### src/rtl/fpu_rsv_pkg.sv
// Shared definitions for the reservation scoreboard: stage indices, the
// operation class codes and the per-slot usage function for each class.
// Assumes slot 0 of a pattern is the cycle after the request is accepted.
package fpu_rsv_pkg;

    localparam int NRES    = 6;
    localparam int RS_S0   = 0;
    localparam int RS_S1   = 1;
    localparam int RS_S2   = 2;
    localparam int RS_S3   = 3;
    localparam int RS_MA   = 4;
    localparam int RS_MB   = 5;
    localparam int PAT_LEN = 23;

    typedef logic [NRES-1:0] res_t;

    typedef enum logic [2:0] {
        OP_SADD   = 3'd0,
        OP_SDIV   = 3'd1,
        OP_SSQRT  = 3'd2,
        OP_DDIV   = 3'd3,
        OP_DARITH = 3'd4,
        OP_DCONV  = 3'd5,
        OP_IMUL   = 3'd6,
        OP_CSRLD  = 3'd7
    } op_e;

    localparam res_t U_S0 = 6'b000001;
    localparam res_t U_S1 = 6'b000010;
    localparam res_t U_S2 = 6'b000100;
    localparam res_t U_S3 = 6'b001000;
    localparam res_t U_MA = 6'b010000;
    localparam res_t U_MB = 6'b100000;

    // Stages claimed by class op in pattern slot j; alt picks multiply copy MB.
    function automatic res_t slot_use(op_e op, int j, logic alt);
        res_t u;
        u = '0;
        case (op)
            OP_SADD: begin
                if (j == 0)      u = U_S0 | U_S1;
                else if (j == 1) u = U_S2;
            end
            OP_SDIV: begin
                if (j == 0)                u = U_S0 | U_S1 | U_S3;
                else if (j == 1)           u = U_S2 | U_S3;
                else if (j >= 2 && j <= 8) u = U_S3;
                else if (j == 9)           u = U_S1 | U_S3;
                else if (j == 10)          u = U_S2;
            end
            OP_SSQRT: begin
                if (j == 0)                u = U_S0 | U_S1 | U_S3;
                else if (j == 1)           u = U_S2 | U_S3;
                else if (j >= 2 && j <= 7) u = U_S3;
                else if (j == 8)           u = U_S1 | U_S3;
                else if (j == 9)           u = U_S2;
            end
            OP_DDIV: begin
                if (j == 0)                 u = U_S0 | U_S1 | U_S3;
                else if (j == 1)            u = U_S1 | U_S2 | U_S3;
                else if (j == 2)            u = U_S2 | U_S3;
                else if (j >= 3 && j <= 18) u = U_S3;
                else if (j == 19)           u = U_S1 | U_S3;
                else if (j == 20 || j == 21) u = U_S1 | U_S2 | U_S3;
                else if (j == 22)           u = U_S2;
            end
            OP_DARITH: begin
                if (j == 0)                u = U_S0 | U_S1;
                else if (j >= 1 && j <= 5) u = U_S1 | U_S2;
                else if (j == 6)           u = U_S2;
            end
            OP_DCONV: begin
                if (j == 0)      u = U_S0 | U_S1;
                else if (j == 1) u = U_S1 | U_S2;
                else if (j == 2) u = U_S2;
            end
            OP_IMUL: begin
                if (j >= 0 && j <= 2) u = alt ? U_MB : U_MA;
                else if (j == 3)      u = U_S2;
            end
            OP_CSRLD: begin
                if (j >= 1 && j <= 3) u = U_S1;
            end
            default: u = '0;
        endcase
        return u;
    endfunction

endpackage

### src/rtl/fpu_rsv_pattern.sv
// Expands an operation class into its slot-by-slot stage usage.
// Pure combinational; ALT selects the second multiply copy for multiplies.
module fpu_rsv_pattern
    import fpu_rsv_pkg::*;
#(
    parameter int NSLOT = 31
) (
    input  logic [2:0]                 op_code,
    input  logic                       alt,
    output logic [NSLOT-1:0][NRES-1:0] pat
);

    // One usage lookup per slot of the window.
    for (genvar j = 0; j < NSLOT; j++) begin : g_slot
        assign pat[j] = slot_use(op_e'(op_code), j, alt);
    end

endmodule

### src/rtl/fpu_rsv_clash.sv
// Compares a candidate pattern with the future busy slots. Reports a clash
// on any doubly claimed stage, or on S1 meeting a multiply copy in one slot.
module fpu_rsv_clash
    import fpu_rsv_pkg::*;
#(
    parameter int NSLOT = 31
) (
    input  logic [NSLOT-1:0][NRES-1:0] pat,
    input  logic [NSLOT-1:0][NRES-1:0] fut,
    output logic                       clash
);

    logic [NSLOT-1:0] slot_hit;

    // Per-slot overlap and S1/multiply exclusion test.
    for (genvar j = 0; j < NSLOT; j++) begin : g_slot
        logic same_hit;
        logic excl_hit;
        assign same_hit = |(pat[j] & fut[j]);
        assign excl_hit = (pat[j][RS_S1] & (fut[j][RS_MA] | fut[j][RS_MB]))
                        | ((pat[j][RS_MA] | pat[j][RS_MB]) & fut[j][RS_S1]);
        assign slot_hit[j] = same_hit | excl_hit;
    end

    assign clash = |slot_hit;

endmodule

### src/rtl/fpu_rsv_window.sv
// Holds the busy vectors for the current cycle (slot 0) and DEPTH-1
// future cycles. Each clock it advances one slot and ORs in a new pattern.
module fpu_rsv_window
    import fpu_rsv_pkg::*;
#(
    parameter int DEPTH = 32,
    localparam int NSLOT = DEPTH - 1
) (
    input  logic                       clk,
    input  logic                       rst_n,
    input  logic                       load,
    input  logic [NSLOT-1:0][NRES-1:0] add,
    output logic [DEPTH-1:0][NRES-1:0] win
);

    logic [DEPTH-1:0][NRES-1:0] win_d;

    // Next value of each slot: the slot above it plus any new claim.
    for (genvar k = 0; k < DEPTH; k++) begin : g_next
        if (k == DEPTH - 1) begin : g_top
            assign win_d[k] = '0;
        end else begin : g_mid
            assign win_d[k] = win[k+1] | (load ? add[k] : '0);
        end
    end

    // Window register with synchronous clear.
    always_ff @(posedge clk) begin
        if (!rst_n) win <= '0;
        else        win <= win_d;
    end

endmodule

### src/rtl/fpu_rsv_sb.sv
// Top of the reservation scoreboard. Tries the request's pattern with
// multiply copy MA and with MB. Accepts when either fits (MA first) and
// merges the chosen pattern into the window. Assumes the requester holds
// its class code while stalled.
module fpu_rsv_sb
    import fpu_rsv_pkg::*;
#(
    parameter int DEPTH = 32,
    localparam int NSLOT = DEPTH - 1
) (
    input  logic       clk,
    input  logic       rst_n,
    input  logic       req_valid,
    input  logic [2:0] req_class,
    output logic       req_accept,
    output logic       req_stall,
    output logic [5:0] busy_now
);

    logic [DEPTH-1:0][NRES-1:0] win;
    logic [NSLOT-1:0][NRES-1:0] fut;
    logic [NSLOT-1:0][NRES-1:0] pat_a;
    logic [NSLOT-1:0][NRES-1:0] pat_b;
    logic [NSLOT-1:0][NRES-1:0] pat_sel;
    logic                       clash_a;
    logic                       clash_b;

    assign fut = win[DEPTH-1:1];

    fpu_rsv_pattern #(.NSLOT(NSLOT)) u_pat_a (
        .op_code (req_class),
        .alt     (1'b0),
        .pat     (pat_a)
    );

    fpu_rsv_pattern #(.NSLOT(NSLOT)) u_pat_b (
        .op_code (req_class),
        .alt     (1'b1),
        .pat     (pat_b)
    );

    fpu_rsv_clash #(.NSLOT(NSLOT)) u_clash_a (
        .pat   (pat_a),
        .fut   (fut),
        .clash (clash_a)
    );

    fpu_rsv_clash #(.NSLOT(NSLOT)) u_clash_b (
        .pat   (pat_b),
        .fut   (fut),
        .clash (clash_b)
    );

    // Accept decision and copy choice, MA preferred.
    always_comb begin
        req_accept = rst_n & req_valid & (~clash_a | ~clash_b);
        req_stall  = req_valid & ~req_accept;
        pat_sel    = clash_a ? pat_b : pat_a;
    end

    fpu_rsv_window #(.DEPTH(DEPTH)) u_win (
        .clk   (clk),
        .rst_n (rst_n),
        .load  (req_accept),
        .add   (pat_sel),
        .win   (win)
    );

    assign busy_now = win[0];

endmodule

### config.mk
export PLATFORM = sky130hd
export DESIGN_NAME = fpu_rsv_sb
export DESIGN_NICKNAME = d
export VERILOG_FILES = /design/src/rtl/fpu_rsv_pkg.sv /design/src/rtl/fpu_rsv_pattern.sv /design/src/rtl/fpu_rsv_clash.sv /design/src/rtl/fpu_rsv_window.sv /design/src/rtl/fpu_rsv_sb.sv
export SDC_FILE = /design/constraint.sdc
export NUM_CORES = 1
export LEC_CHECK = 0
export ABC_AREA = 1
export ABC_CLOCK_PERIOD_IN_PS = 1860
export BUFFER_PORTS_ARGS = -buffer_cell sky130_fd_sc_hd__buf_2
export CORE_MARGIN = 2
export CORE_UTILIZATION = 59
export DETAILED_ROUTE_END_ITERATION = 12
export GPL_TIMING_DRIVEN = 1
export PLACE_DENSITY = 0.77
export SYNTH_ARGS = -nofsm -noshare
export SYNTH_HDL_FRONTEND = slang
export SYNTH_SLANG_ARGS = --single-unit
export TNS_END_PERCENT = 10
### constraint.sdc
create_clock -name clk -period 1.86 [get_ports clk]
set_input_delay 0.093 -clock clk [delete_from_list [all_inputs] [get_ports clk]]
set_output_delay 0.093 -clock clk [all_outputs]
set_load 0.1 [all_outputs]
==> metrics <==
run status complete, but fails checks; failing checks negative setup slack; htree depth 3; DIE HEIGHT 70.1 um; Gate power share a little over a tenth; IO Port Bufs 13; WP depth 11; worst r2r src u_win.win[99]$_SDFF_PN0_; Hold Path Depth 4; commonest non-fill, non-tap cell in the layout inv_1; initial core utilization about 60%; most frequent cells in the layout inv_1, nand2_1, dfxtp_1; family with the most delay on the worst path simple AND/OR/NAND/NOR gates; Max VDD drop a little under 600 uV; register share of total power roughly 52%; Syn Inst Count 339; max_slew headroom 68.0%; Reg2Reg Depth 11; CTS Buffer Depth 2; 1st-pass router iterations 6; Yosys Warn Count 0; Sink Count 71; Largest stage delay, worst path 0.31 ns; Setup Crit Path Kind reg -> out; max-cap violation count 0; maximum net fanout on the critical path 3; critical path launch point u_win.win[99]$_SDFF_PN0_; Via Count 1991; slew at the pin closest to its max-slew limit 0.484 ns; DRC viols 0; placed cell area 2730 um2; Worst Path Arrival 1.82 ns; Antenna Violating Nets Remaining 0; number of distinct library cells after synthesis 21; Chip Width 70.1 um; flop and latch count out of synthesis 71; nets 366; Finished Core Util about 69%; average size of a mapped cell 7.60 um2; full die area about 5000 um2; Tmin final 1.91 ns; worst path bufs/invs 3; syn nets 345; RSZ-0062 raised after global routing yes; Mapped Area 2580 um2; Crit path required time roughly 1.8 ns; Root Buffer clkbuf_8; CTS tree built; max reg flops 71; Design Area, Final 2980 um2; Internal Power around 0.0022 W; total track usage 19.3%; ant diodes 0; final setup fails 2; Core Area 4290 um2; Post-CTS Hold Fix Bufs 0; Final Hold Fails 0; hold path start req_class[1]; gr ovfl total 0; largest net degree at the start of global routing 43; crit end category primary output; TritonCTS Buffers 9; DR WL/cell 10.6 um; vias in the first global route about 1800; critical path's slowest cell dfxtp_1; Power Density 1010 nW/um2; sw power between 0.0008 and 0.0009 W; Final Skew ~0.0097 ns; switching share of total power approximately 28%; cell row count 24; register area share after synthesis 55.2%; Max Transition Viols Final 0; Setup WS post-layout -0.0546 ns; worst-path cell chain nor2_1, nand2_1, o21ai_1, nand2_1, nor2_1, nand3_1, nor2_4, inv_4, nand2_4, clkinvlp_4, buf_12; drt total wl around 4400 um; hold crit path type in -> reg; Leakage 1.52 nW; Tcrit/Tclk final 103%; Top Ports 14; area grow syn2layout 15.6%; Worst-path clk slew 0.08 ns; placed wire-length estimate 3010 um; Clock Latency Late Sink between 0.3 and 0.4 ns; Peak Freq ~0.52 GHz; first-pass GRT wire length approximately 7400 um; Biggest register u_win.win; initial antenna violation count 0; DR vias/cell 4.77; CP startpoint kind register; share of total power in the clock network 37.0%; DRT iter0 DRCs between 90 and 100; Largest regs u_win.win: 71 flops; gpl congestion approximately 0.87; layout cells sized above 1 15.6%
-- cells by family (layout without fill, tap and decap cells) --
kind of cell | after synthesis | count (layout) | share of synthesized area (%)
compound gates | 49 | 49 | 9.62
buf+inv | 97 | 123 | 14.8
flops | 71 | 71 | 55.2
simple gates | 122 | 122 | 20.4
-- metal layers --
layer | GRT usage, % | vias up | wire (um)
met5 | 0 | - | 0
met2 | 29.8 | 34 | 2010
met4 | 13.9 | 0 | 129
li1 | - | 1049 | -
met1 | 24.0 | 896 | 2140
met3 | 4.04 | 12 | 132
-- worst min-delay path: stages --
cell,delay [ns]
buf_2,0.16
nand2_2,0.11
nand2_1,0.09
inv_1,0.05
-- final timing paths --
kind / slack (ns) / endpoint
setup / recovery: -0.05 / req_stall
hold / removal: 0.20 / u_win.win[0]$_SDFF_PN0_
setup reg to reg: 0.10 / u_win.win[26]$_SDFF_PN0_
hold reg to reg: 0.41 / u_win.win[116]$_SDFF_PN0_
-- cell type report --
type,count,area (um2)
timing repair buffer,20,164
fill,354,1320
inverter,87,333
clock buffer,10,138
tap,52,65.1
multi-input combinational,171,815
sequential,71,1420
clock inverter,6,42.5
-- synthesized netlist by cell type --
| master | number | area share [%] |
|---|---|---|
| a21oi_1 | 43 | 8.4 |
| nand3b_1 | 2 | 0.58 |
| inv_2 | 3 | 0.44 |
| clkbuf_1 | 7 | 1.0 |
| o211ai_1 | 1 | 0.29 |
| nand4_1 | 2 | 0.49 |
| o21ai_0 | 5 | 0.97 |
| nand3_1 | 14 | 2.7 |
| inv_1 | 83 | 12 |
| nor2_4 | 1 | 0.44 |
| buf_6 | 2 | 0.87 |
| nand2_2 | 2 | 0.49 |
| nor3_2 | 1 | 0.39 |
| nor2_1 | 18 | 2.6 |
| nand2_4 | 1 | 0.44 |
| buf_2 | 1 | 0.19 |
| clkinv_1 | 1 | 0.15 |
| dfxtp_1 | 71 | 55 |
| nand2_1 | 77 | 11 |
| nor2_2 | 2 | 0.49 |
| nor3b_1 | 2 | 0.58 |
-- power groups by stage --
stage               Clock, W  Combinational, W  Sequential, W
floorplan                  0          0.000196        0.00165
global placement           0          0.000304        0.00161
detailed placement         0          0.000306        0.00161
CTS                  0.00115          0.000315        0.00157
global route         0.00120          0.000361        0.00157
finish               0.00112          0.000333        0.00157
-- through the flow --
stage                     power, W  TNS [ns]  hold WS (ns)  setup slack (ns)  std cells
after floorplan            0.00185   -0.0192         0.313           -0.0192        339
after global placement     0.00191         0         0.392             0.106        399
after detailed placement   0.00191         0         0.398            0.0858        399
after CTS                  0.00303   -0.0544         0.174           -0.0544        416
after global routing       0.00314    -0.303         0.226            -0.153        417
final                      0.00302   -0.0734         0.198           -0.0546        417
-- what timing repair did --
item | 4_1_cts | 5_1_grt
pin swaps | 2 | 7
gates cloned | 0 | 0
setup buffers | 1 | 1
endpoints found under the setup margin | 2 | 24
gates resized for setup | 4 | 11
(Power assumes the default switching activity.)
